--- src/rtl/refresh_gater_pkg.sv ---
// Package: shared constants and types for the bit-plane refresh gater.
// Assumes one plane per bit of the stored word; widths are defaults only.
package refresh_gater_pkg;
    parameter int DEF_PLANES  = 8;
    parameter int DEF_MULT_W  = 8;
    parameter int DEF_TOTAL_W = 32;
endpackage

--- src/rtl/plane_timer.sv ---
// Module: one bit plane's refresh divider.
// Holds the plane's multiplier and a countdown. On a base pulse with the
// countdown at 1 it fires and reloads from the multiplier; otherwise it
// decrements. A zero write is rejected. A new multiplier is only seen at the
// next reload. Assumes base_pulse is a single-cycle strobe per base period.
module plane_timer #(
    parameter int MULT_W = 8
) (
    input  logic              clk,
    input  logic              rst_n,
    input  logic              base_pulse,
    input  logic              wr_en,
    input  logic [MULT_W-1:0] wr_data,
    output logic              fire,
    output logic [MULT_W-1:0] mult_o
);
    localparam logic [MULT_W-1:0] ONE = MULT_W'(1);

    logic [MULT_W-1:0] mult_q;
    logic [MULT_W-1:0] cnt_q;

    // Fire when a pulse meets an expired countdown.
    assign fire   = base_pulse && (cnt_q == ONE);
    assign mult_o = mult_q;

    // Multiplier register: accepts nonzero writes only.
    always_ff @(posedge clk) begin
        if (!rst_n) begin
            mult_q <= ONE;
        end else if (wr_en && (wr_data != '0)) begin
            mult_q <= wr_data;
        end
    end

    // Countdown: reload on fire, decrement on any other pulse.
    always_ff @(posedge clk) begin
        if (!rst_n) begin
            cnt_q <= ONE;
        end else if (base_pulse) begin
            if (cnt_q == ONE) begin
                cnt_q <= mult_q;
            end else begin
                cnt_q <= cnt_q - ONE;
            end
        end
    end
endmodule

--- src/rtl/refresh_tally.sv ---
// Module: saturating accumulator of issued per-plane refreshes.
// Adds the number of set fire bits each cycle and sticks at all ones.
// A clear restarts the count from this cycle's fire bits.
module refresh_tally #(
    parameter int LANES   = 8,
    parameter int TOTAL_W = 32
) (
    input  logic               clk,
    input  logic               rst_n,
    input  logic [LANES-1:0]   fire,
    input  logic               clr,
    output logic [TOTAL_W-1:0] total
);
    localparam int CW = $clog2(LANES + 1);
    localparam logic [TOTAL_W-1:0] MAXV = '1;

    logic [CW-1:0]      pop;
    logic [TOTAL_W:0]   sum_ext;
    logic [TOTAL_W-1:0] total_q;

    // Population count of this cycle's fire bits.
    always_comb begin
        pop = '0;
        for (int i = 0; i < LANES; i++) begin
            pop = pop + CW'(fire[i]);
        end
    end

    // Widened sum so the carry out shows overflow.
    assign sum_ext = {1'b0, total_q} + {{(TOTAL_W + 1 - CW){1'b0}}, pop};

    // Accumulate, saturate or clear.
    always_ff @(posedge clk) begin
        if (!rst_n) begin
            total_q <= '0;
        end else if (clr) begin
            total_q <= {{(TOTAL_W - CW){1'b0}}, pop};
        end else if (sum_ext[TOTAL_W]) begin
            total_q <= MAXV;
        end else begin
            total_q <= sum_ext[TOTAL_W-1:0];
        end
    end

    assign total = total_q;
endmodule

--- src/rtl/refresh_plane_gater.sv ---
// Module: top of the per-bit-plane refresh gater.
// Replicates one plane_timer per bit plane, registers the enables, keeps the
// refresh tally and decodes the register port (0..PLANES-1 multipliers,
// PLANES = total, write there clears it). Assumes a single-cycle base_pulse.
module refresh_plane_gater #(
    parameter int PLANES  = refresh_gater_pkg::DEF_PLANES,
    parameter int MULT_W  = refresh_gater_pkg::DEF_MULT_W,
    parameter int TOTAL_W = refresh_gater_pkg::DEF_TOTAL_W,
    localparam int ADDR_W = $clog2(PLANES + 1)
) (
    input  logic               clk,
    input  logic               rst_n,
    input  logic               base_pulse,
    input  logic               cfg_wr,
    input  logic [ADDR_W-1:0]  cfg_addr,
    input  logic [MULT_W-1:0]  cfg_wdata,
    output logic [TOTAL_W-1:0] cfg_rdata,
    output logic [PLANES-1:0]  refresh_en,
    output logic [TOTAL_W-1:0] refresh_total
);
    localparam logic [ADDR_W-1:0] ADDR_TOTAL = ADDR_W'(PLANES);

    logic [PLANES-1:0] fire;
    logic [MULT_W-1:0] mult_arr [PLANES];
    logic [PLANES-1:0] en_q;
    logic              tally_clr;

    // One divider per bit plane.
    for (genvar g = 0; g < PLANES; g++) begin : g_plane
        plane_timer #(.MULT_W(MULT_W)) u_timer (
            .clk        (clk),
            .rst_n      (rst_n),
            .base_pulse (base_pulse),
            .wr_en      (cfg_wr && (cfg_addr == ADDR_W'(g))),
            .wr_data    (cfg_wdata),
            .fire       (fire[g]),
            .mult_o     (mult_arr[g])
        );
    end

    // Register the enables so each lasts exactly one cycle.
    always_ff @(posedge clk) begin
        if (!rst_n) begin
            en_q <= '0;
        end else begin
            en_q <= fire;
        end
    end

    assign tally_clr = cfg_wr && (cfg_addr == ADDR_TOTAL);

    refresh_tally #(.LANES(PLANES), .TOTAL_W(TOTAL_W)) u_tally (
        .clk   (clk),
        .rst_n (rst_n),
        .fire  (fire),
        .clr   (tally_clr),
        .total (refresh_total)
    );

    // Read mux over multipliers and total.
    always_comb begin
        cfg_rdata = '0;
        for (int i = 0; i < PLANES; i++) begin
            if (cfg_addr == ADDR_W'(i)) begin
                cfg_rdata = {{(TOTAL_W - MULT_W){1'b0}}, mult_arr[i]};
            end
        end
        if (cfg_addr == ADDR_TOTAL) begin
            cfg_rdata = refresh_total;
        end
    end

    assign refresh_en = en_q;
endmodule

--- config.mk ---
export PLATFORM = sky130hd
export DESIGN_NAME = refresh_plane_gater
export DESIGN_NICKNAME = d
export VERILOG_FILES = /design/src/rtl/refresh_gater_pkg.sv /design/src/rtl/plane_timer.sv /design/src/rtl/refresh_tally.sv /design/src/rtl/refresh_plane_gater.sv
export SDC_FILE = /design/constraint.sdc
export NUM_CORES = 1
export LEC_CHECK = 0
export ABC_CLOCK_PERIOD_IN_PS = 6670
export BUFFER_PORTS_ARGS = -buffer_cell sky130_fd_sc_hd__buf_2
export CAP_MARGIN = 15
export CORE_MARGIN = 2
export CORE_UTILIZATION = 43
export DETAILED_ROUTE_END_ITERATION = 6
export GPL_TIMING_DRIVEN = 0
export HOLD_SLACK_MARGIN = 0.1
export PLACE_DENSITY = 0.58
export REMOVE_ABC_BUFFERS = 1
export SYNTH_ARGS = -nofsm -noshare
export SYNTH_HDL_FRONTEND = slang
export SYNTH_HIERARCHICAL = 1
export SYNTH_SLANG_ARGS = --single-unit
export TNS_END_PERCENT = 100
--- constraint.sdc ---
create_clock -name clk -period 6.67 [get_ports clk]
set_clock_uncertainty 0.1 [all_clocks]
set_input_delay 1.334 -clock clk [delete_from_list [all_inputs] [get_ports clk]]
set_output_delay 1.334 -clock clk [all_outputs]
set_load 0.005 [all_outputs]
==> summary.md, run 1 <==
| Metric | Value |
|---|---|
| Initial cell density of the core | `0.441` |
| Final cycle utilization of the critical path | `0.947` |
| Pre-CTS WS | `-312 ps` |
| Max Transition Viols Final | `0` |
| Worst slew margin | `0.299` |
| Starting DRT DRC Count | `592` |
| # IOs | `88` |
| Startpoint type of the worst setup path | `flop` |
| Core area | `22000 µm²` |
| Routed length on met1 | `11.9 mm` |
| Element type at the critical path end | `flop` |
| Most frequent cells after synthesis | `sky130_fd_sc_hd__dfxtp_1, sky130_fd_sc_hd__a22oi_1, sky130_fd_sc_hd__nand3_1, sky130_fd_sc_hd__nor2_1, sky130_fd_sc_hd__nor2b_1` |
| Highest Clock Rate | `0.158 GHz` |
| Detailed Routing Iterations Pass 1 | `5` |
| Worst path arrival time | `6590 ps` |
| Unique masters post-synth | `68` |
| Slew of the pin with the lowest slew margin | `1040 ps` |
| Worst hold path cell count | `2` |
| TritonCTS clock tree | `built` |
| Number of failing setup endpoints in the final timing report | `0` |
| Most used standard cell by instance count after synthesis | `sky130_fd_sc_hd__dfxtp_1` |
| Count of yosys warnings during synthesis | `6` |
| Core Rows | `54` |
| Total congestion overflow | `0` |
| Portion of synthesized cell area occupied by the leading cell type | `0.347` |
| Cell type with the highest aggregate area in the netlist | `sky130_fd_sc_hd__dfxtp_1` |
| Final total power | `2510 µW` |
| LEAKAGE | `0.00417 µW` |
| Class of the most critical setup path | `reg2reg` |
| Last weighted congestion value of the routability-driven placer | `0.831` |
| FF-to-FF path depth | `20` |
| RSZ-0062 raised after global routing | `false` |
| Root buffer cell | `sky130_fd_sc_hd__clkbuf_16` |
| Total of buffers placed on input and output ports | `87` |
| Largest fanout on the critical path | `15` |
| Total count of hold-check failures in the final report | `0` |
| Largest net degree at the start of global routing | `108` |
| Via count | `8244` |
| Count of nets after finishing | `1167` |
| Post-Synthesis Cells | `1070` |
| Final routed wirelength across all metal layers | `25.1 mm` |
| Residual DRC | `0` |
| Final critical delay including setup and external delays | `6320 ps` |
| Worst hold path class | `reg2reg` |
| Via density per instance | `5.82` |
| Synthesized area per cell | `9.05 µm²` |
| Async S/R FF share, synth | `0` |
| Worst-skew pair later-pin latency | `430 ps` |
| Basic-gate share of the synthesized area counting and, or, nand and nor cells | `0.317` |
| Area of the mapped netlist | `9690 µm²` |
| Vias in the first global route | `7616` |
| Die Footprint | `23700 µm²` |
| Proportion of synthesized chip area in sequential cells | `0.347` |
| Area growth from synthesis to layout | `11.8%` |
| Total GRT Usage | `0.214` |
| Number of max-capacitance violations reported | `0` |
| Total number of clock tree sinks | `168` |
| Multiplexer share of the synthesized area | `0.0406` |
| Number of buffers added by the clock tree synthesis step | `17` |
| Synthesized-area fraction occupied by ao, oa, aoi and oai cells | `0.180` |
| Post-route antenna net violation count | `0` |
| Routed wirelength normalized by instance count | `17.7 µm` |
| Power density over the cells | `232 nW/µm²` |
| Final Worst Setup Slack | `352 ps` |
| Clock-pin slew reported for the worst setup and hold paths after clock tree synthesis | `80 ps` |
| Adder-Cell Fraction of Synth Area | `0.0400` |
| Highest signal layer in the routed design | `met4` |
| Main combinational cell family by area after synthesis | `simple AND/OR/NAND/NOR gates` |
| First-pass GRT wire length | `41.2 mm` |
| Count of inserted antenna diode cells | `0` |
| Metal2 WL | `11.4 mm` |
| Half-perimeter wire length of the detailed placement result | `17.2 mm` |
| Number of flip-flops and latches in the synthesized netlist | `168` |
| Buffer levels on the longest clock path | `2` |
| Met3 layer wire length in the routed design | `1.36 mm` |
| Number of antenna violations at the first check in global routing | `0` |
| Post-Synth XOR/XNOR Area | `0.0226` |
| H-tree level count | `4` |
| Critical path required time | `6940 ps` |
| Die X-Extent | `154 µm` |
| Status | `complete, no violations` |
| Largest vdd supply drop | `129 µV` |
| Cell types with the largest area share after synthesis | `sky130_fd_sc_hd__dfxtp_1, sky130_fd_sc_hd__a22oi_1, sky130_fd_sc_hd__nor2b_1` |
| Most used flip-flop cell after synthesis | `sky130_fd_sc_hd__dfxtp_1` |
| Share of post-route cells with drive strength above 1 | `0.181` |
| EDFF count, synth | `0` |
| Die height | `154 µm` |
==> repair_timing <==
item / CTS / global route
pin swaps: 3 / 0
buffers inserted: 3 / 0
setup endpoints to repair: 27 / 27
gates resized for setup: 1 / 2
hold buffers: 0 / 0
==> metal layers <==
layer  track usage  vias up
li1              -     4097
met1         0.298     3896
met2         0.336      228
met3        0.0364       23
met4        0.0712        0
met5             0        -
==> layout make-up <==
type	instances	area (µm²)
well taps	280	350
flip-flops and latches	168	3360
inverters	35	131
multi-input cells	806	5820
fillers	2120	11100
clock inverters	15	158
repair buffers	95	581
clock buffers	17	425
==> per-stage QoR <==
step | hold WS [ps] | utilization | cell area [µm²] | cells | TNS (ps)
after floorplan | 353 | - | 9310 | 1009 | 0
after detailed placement | 377 | 0.465 | 10200 | 1380 | -5400
after global placement | 366 | 0.460 | 10100 | 1376 | -42160
after CTS | 386 | 0.493 | 10800 | 1415 | 0
final | 389 | 0.493 | 10800 | 1416 | 0
after global routing | 425 | 0.493 | 10800 | 1416 | 0
==> layout by cell type, fill, tap and decap left out, types with 10 or more instances in the layout <==
cell type                     n
sky130_fd_sc_hd__nand4_1     23
sky130_fd_sc_hd__nand3_1     59
sky130_fd_sc_hd__nand2_1     53
sky130_fd_sc_hd__nand3b_1    26
sky130_fd_sc_hd__a22oi_1     62
sky130_fd_sc_hd__xor2_1      10
sky130_fd_sc_hd__a21oi_1     26
sky130_fd_sc_hd__mux2i_1     28
sky130_fd_sc_hd__and2_1      53
sky130_fd_sc_hd__inv_1       34
sky130_fd_sc_hd__nor2_1      59
sky130_fd_sc_hd__buf_2       85
sky130_fd_sc_hd__clkbuf_16   17
sky130_fd_sc_hd__dfxtp_1    167
sky130_fd_sc_hd__nor2b_1     57
sky130_fd_sc_hd__nand2b_1    13
sky130_fd_sc_hd__or4_1       16
sky130_fd_sc_hd__o21ai_1     13
sky130_fd_sc_hd__nor3_1      30
sky130_fd_sc_hd__nand4b_1    10
sky130_fd_sc_hd__ha_1        23
sky130_fd_sc_hd__and3_1      10
sky130_fd_sc_hd__a21oi_2     20
sky130_fd_sc_hd__o21ai_0     23
sky130_fd_sc_hd__nor4_1      13
sky130_fd_sc_hd__xnor2_1     15
==> sequential cells by signal, indices dropped and copies added (netlist names) <==
register and flops:
u_tally/total 32, g_plane.u_timer/cnt_q 64, g_plane.u_timer/mult_o 64, refresh_en 8
==> critical path, stage by stage (launching register included) <==
cell and delay, ps:
sky130_fd_sc_hd__dfxtp_1 470, sky130_fd_sc_hd__ha_1 260, sky130_fd_sc_hd__or4b_4 500, sky130_fd_sc_hd__nor4_4 290, sky130_fd_sc_hd__and2_1 280, sky130_fd_sc_hd__fa_1 430, sky130_fd_sc_hd__inv_1 80, sky130_fd_sc_hd__fa_1 420
sky130_fd_sc_hd__fa_1 430, sky130_fd_sc_hd__inv_1 80, sky130_fd_sc_hd__ha_1 160, sky130_fd_sc_hd__inv_1 50, sky130_fd_sc_hd__fa_1 370, sky130_fd_sc_hd__xnor2_1 160, sky130_fd_sc_hd__ha_1 340, sky130_fd_sc_hd__nand3_1 120
sky130_fd_sc_hd__and2_1 270, sky130_fd_sc_hd__or4_4 600, sky130_fd_sc_hd__or3_4 490, sky130_fd_sc_hd__buf_16 210, sky130_fd_sc_hd__a21oi_1 130
==> cell families after synthesis <==
logic type | after synthesis
mux | 33
simple gates | 486
xor+xnor | 25
flops | 168
fa+ha+maj | 28
compound gates | 234
buf+inv | 96
==> path summary, 6_finish.rpt <==
kind	from	to	slack, ps
setup / recovery	g_plane[0].u_timer/cnt_q[0]$_SDFFE_PN1P_	u_tally/total[18]$_SDFF_PP0_	350
hold / removal	g_plane[1].u_timer/mult_o[0]$_SDFFE_PN1P_	g_plane[1].u_timer/mult_o[0]$_SDFFE_PN1P_	390
hold reg to reg	g_plane[1].u_timer/mult_o[0]$_SDFFE_PN1P_	g_plane[1].u_timer/mult_o[0]$_SDFFE_PN1P_	390
setup reg to reg	g_plane[0].u_timer/cnt_q[0]$_SDFFE_PN1P_	u_tally/total[18]$_SDFF_PP0_	350
==> power breakdown <==
| group | switching, µW | internal [µW] | total (µW) |
|---|---|---|---|
| combinational | 267 | 186 | 453 |
| clock | 457 | 531 | 988 |
| sequential | 37.5 | 1030 | 1070 |
| total | 761 | 1750 | 2510 |
Power figures use the tool's default switching activity.
==> inputs of run 2 (changes only) <==
--- a/config.mk
+++ b/config.mk
@@ -5,14 +5,14 @@
 export SDC_FILE = /design/constraint.sdc
 export NUM_CORES = 1
 export LEC_CHECK = 0
-export ABC_CLOCK_PERIOD_IN_PS = 6670
+export ABC_CLOCK_PERIOD_IN_PS = 7200
 export BUFFER_PORTS_ARGS = -buffer_cell sky130_fd_sc_hd__buf_2
 export CAP_MARGIN = 15
 export CORE_MARGIN = 2
 export CORE_UTILIZATION = 43
 export DETAILED_ROUTE_END_ITERATION = 6
 export GPL_TIMING_DRIVEN = 0
-export HOLD_SLACK_MARGIN = 0.1
+export HOLD_SLACK_MARGIN = 0.03
 export PLACE_DENSITY = 0.58
 export REMOVE_ABC_BUFFERS = 1
 export SYNTH_ARGS = -nofsm -noshare
==> constraint.sdc (replaced) <==
create_clock -name clk -period 7.2 [get_ports clk]
set_clock_uncertainty 0.1 [all_clocks]
set_input_delay 1.44 -clock clk [delete_from_list [all_inputs] [get_ports clk]]
set_output_delay 1.44 -clock clk [all_outputs]
set_load 0.005 [all_outputs]
==> summary.md, run 2 (synthesis gave the netlist of run 1 again) <==
| Metric | Value |
|---|---|
| Status | `complete, no violations (unchanged)` |
| Power density over the cells | `215 nW/µm² (was 232 nW/µm²)` |
| Area growth from synthesis to layout | `11.9% (was 11.8%)` |
| Class of the most critical setup path | `reg2reg (unchanged)` |
| Count of inserted antenna diode cells | `0 (unchanged)` |
| Critical path required time | `7470 ps (was 6940 ps)` |
| Reg-to-reg endpoint | `u_tally/total[18]$_SDFF_PP0_ (unchanged)` |
| Most common library cell in the layout ignoring fill and taps | `sky130_fd_sc_hd__dfxtp_1 (unchanged)` |
| Slew of the pin with the lowest slew margin | `1040 ps (about the same)` |
| Worst path arrival time | `7010 ps (was 6590 ps)` |
| Die Footprint | `23700 µm² (unchanged)` |
| Number of failing setup endpoints in the final timing report | `0 (unchanged)` |
| Highest Clock Rate | `0.148 GHz (was 0.158 GHz)` |
| Total number of clock tree sinks | `168 (unchanged)` |
| Final critical delay including setup and external delays | `6740 ps (was 6320 ps)` |
| TritonCTS clock tree | `built (unchanged)` |
| Number of standard cells in the final layout excluding fillers | `1418 (was 1416)` |
| Worst slew margin | `0.301 (was 0.299)` |
| Initial cell density of the core | `0.441 (unchanged)` |
| Cell with the most instances on the worst path | `sky130_fd_sc_hd__fa_1 (unchanged)` |
| Final Worst Setup Slack | `460 ps (was 352 ps)` |
| Cell-internal power | `1620 µW (was 1750 µW)` |
| Count of nets after finishing | `1169 (was 1167)` |
| Post-route antenna net violation count | `0 (unchanged)` |
| Via count | `8263 (was 8244)` |
| Core area | `22000 µm² (unchanged)` |
| Starting DRT DRC Count | `611 (was 592)` |
| Crit-path leading delay family | `simple AND/OR/NAND/NOR gates (unchanged)` |
| FF-to-FF path depth | `20 (unchanged)` |
| Fill cell instance count of the final layout | `2116 (was 2120)` |
| Slowest CP cell | `sky130_fd_sc_hd__or3_2 (was sky130_fd_sc_hd__or4_4)` |
| Startpoint of the most critical hold path | `g_plane[1].u_timer/mult_o[0]$_SDFFE_PN1P_ (unchanged)` |
| Core Rows | `54 (unchanged)` |
| Startpoint type of the worst setup path | `flop (unchanged)` |
| Relative contribution of the clock network to total power | `0.394 (was 0.393)` |
| Number of antenna violations at the first check in global routing | `0 (unchanged)` |
| Setup tns final | `0 ps (unchanged)` |
| Die height | `154 µm (unchanged)` |
| Largest fanout on the critical path | `15 (unchanged)` |
| Comb power frac | `0.180 (about the same)` |
| Hold bufs inserted after CTS | `0 (unchanged)` |
| Total of buffers placed on input and output ports | `87 (unchanged)` |
| Worst hold path cell count | `2 (unchanged)` |
| Largest net degree at the start of global routing | `108 (unchanged)` |
| Number of cells after detailed placement | `1380 (unchanged)` |
| Vias in the first global route | `7597 (was 7616)` |
| Detailed Routing Iterations Pass 1 | `5 (unchanged)` |
| Crit path cell chain | `ha_1 -> or4b_4 -> nor4_4 -> and2_1 -> fa_1 -> inv_1 -> fa_1 -> fa_1 -> inv_1 -> ha_1 -> inv_1 -> fa_1 -> xnor2_1 -> ha_1 -> nand3_1 -> and2_1 -> or4_4 -> or3_2 -> buf_16 -> a21oi_1 (was ha_1 -> or4b_4 -> nor4_4 -> and2_1 -> fa_1 -> inv_1 -> fa_1 -> fa_1 -> inv_1 -> ha_1 -> inv_1 -> fa_1 -> xnor2_1 -> ha_1 -> nand3_1 -> and2_1 -> or4_4 -> or3_4 -> buf_16 -> a21oi_1)` |
| Half-perimeter wire length of the detailed placement result | `17.2 mm (unchanged)` |
| Highest-count cells in the layout ignoring fill and taps | `sky130_fd_sc_hd__dfxtp_1, sky130_fd_sc_hd__buf_2, sky130_fd_sc_hd__a22oi_1 (unchanged)` |
| Setup slack, reg-to-reg | `460 ps (was 350 ps)` |
| Root buffer cell | `sky130_fd_sc_hd__clkbuf_16 (unchanged)` |
| Total congestion overflow | `0 (unchanged)` |
| Clock-pin slew reported for the worst setup and hold paths after clock tree synthesis | `80 ps (about the same)` |
| Pre-CTS WS | `112 ps (was -312 ps)` |
| First-pass GRT wire length | `41.1 mm (was 41.2 mm)` |
| Residual DRC | `0 (unchanged)` |
| Final routed wirelength across all metal layers | `25.1 mm (about the same)` |
| Power spent charging and discharging nets | `708 µW (was 761 µW)` |
| Via density per instance | `5.83 (was 5.82)` |
| Worst-skew pair later-pin latency | `430 ps (about the same)` |
| Reg2reg start | `g_plane[3].u_timer/cnt_q[0]$_SDFFE_PN1P_ (was g_plane[0].u_timer/cnt_q[0]$_SDFFE_PN1P_)` |
| Number of max-capacitance violations reported | `0 (unchanged)` |
| Largest vdd supply drop | `120 µV (was 129 µV)` |
| Final cycle utilization of the critical path | `0.936 (was 0.947)` |
| Total GRT Usage | `0.214 (about the same)` |
| End of the worst hold path | `g_plane[1].u_timer/mult_o[0]$_SDFFE_PN1P_ (unchanged)` |
| H-tree level count | `4 (unchanged)` |
| Routed wirelength normalized by instance count | `17.7 µm (about the same)` |
| Sequential fraction of design power | `0.425 (was 0.426)` |
| LEAKAGE | `0.00418 µW (was 0.00417 µW)` |
| # IOs | `88 (unchanged)` |
| Last weighted congestion value of the routability-driven placer | `0.831 (unchanged)` |
| Number of buffers added by the clock tree synthesis step | `17 (unchanged)` |
| Buffers and inverters on the worst path | `4 (unchanged)` |
| Switching part of the total | `0.304 (was 0.303)` |
| Die X-Extent | `154 µm (unchanged)` |
| RSZ-0062 raised after global routing | `false (unchanged)` |
| Share of post-route cells with drive strength above 1 | `0.182 (was 0.181)` |
| Element type at the critical path end | `flop (unchanged)` |
| Worst hold path class | `reg2reg (unchanged)` |
| Largest stage delay on the critical path | `680 ps (was 600 ps)` |
| Buffer levels on the longest clock path | `2 (unchanged)` |
| Total count of hold-check failures in the final report | `0 (unchanged)` |
| Max Transition Viols Final | `0 (unchanged)` |
==> run 2: worst max-delay path by stage <==
stage / slack [ps] / cells after the start / startpoint / to
floorplan: 1030 / 16 / base_pulse / u_tally/total[2]$_SDFF_PN0_
global placement: -1080 / 17 / base_pulse / u_tally/total[3]$_SDFF_PN0_
detailed placement: 110 / 18 / base_pulse / u_tally/total[18]$_SDFF_PP0_
CTS: 270 / 20 / g_plane[0].u_timer/cnt_q[0]$_SDFFE_PN1P_ / u_tally/total[18]$_SDFF_PP0_
global route: 60 / 20 / g_plane[3].u_timer/cnt_q[0]$_SDFFE_PN1P_ / u_tally/total[18]$_SDFF_PP0_
finish: 460 / 20 / g_plane[3].u_timer/cnt_q[0]$_SDFFE_PN1P_ / u_tally/total[18]$_SDFF_PP0_
==> run 2: stage by stage <==
stage          area [µm²]  power, µW  hold WS [ps]  utilization
5_1_grt             10800       2450           425        0.494
3_3_place_gp        10100       1420           366        0.460
4_1_cts             10800       2350           386        0.491
6_report            10800       2330           386        0.494
3_5_place_dp        10200       1430           377        0.465
2_1_floorplan        9310       1280           353            -
==> run 2: what timing repair did <==
item / in CTS / in global routing
buffers inserted: 0 / 5
gates resized for setup: 0 / 1
setup endpoints to repair: 0 / 13
==> run 2: tightest hold or removal path, delay by kind of cell, from the launching register on <==
family        cells  cell delay (ps)
flops             1              320
simple gates      2              120
==> run 2: layer usage <==
metal / global-route usage / up-vias / routed length, µm
met2: 0.335 / 226 / 11300
li1: - / 4095 / -
met1: 0.298 / 3910 / 12000
met4: 0.0703 / 0 / 535
met3: 0.0375 / 32 / 1240
met5: 0 / - / 0
==> run 2: layout make-up <==
cell class	instances	area (µm²)	area share
multi-input combinational	806	5820	0.537
sequential	168	3360	0.310
timing repair buffer	97	596	0.0549
clock buffer	17	425	0.0392
tap	280	350	0.0323
clock inverter	15	158	0.0145
inverter	35	131	0.0121
==> run 2: power groups by stage <==
stage / combinational (µW) / clock, µW / sequential [µW]
after floorplan: 281 / 0 / 1000
final: 420 / 919 / 991
after global routing: 480 / 978 / 996
after CTS: 418 / 940 / 991
after detailed placement: 415 / 0 / 1010
after global placement: 410 / 0 / 1010
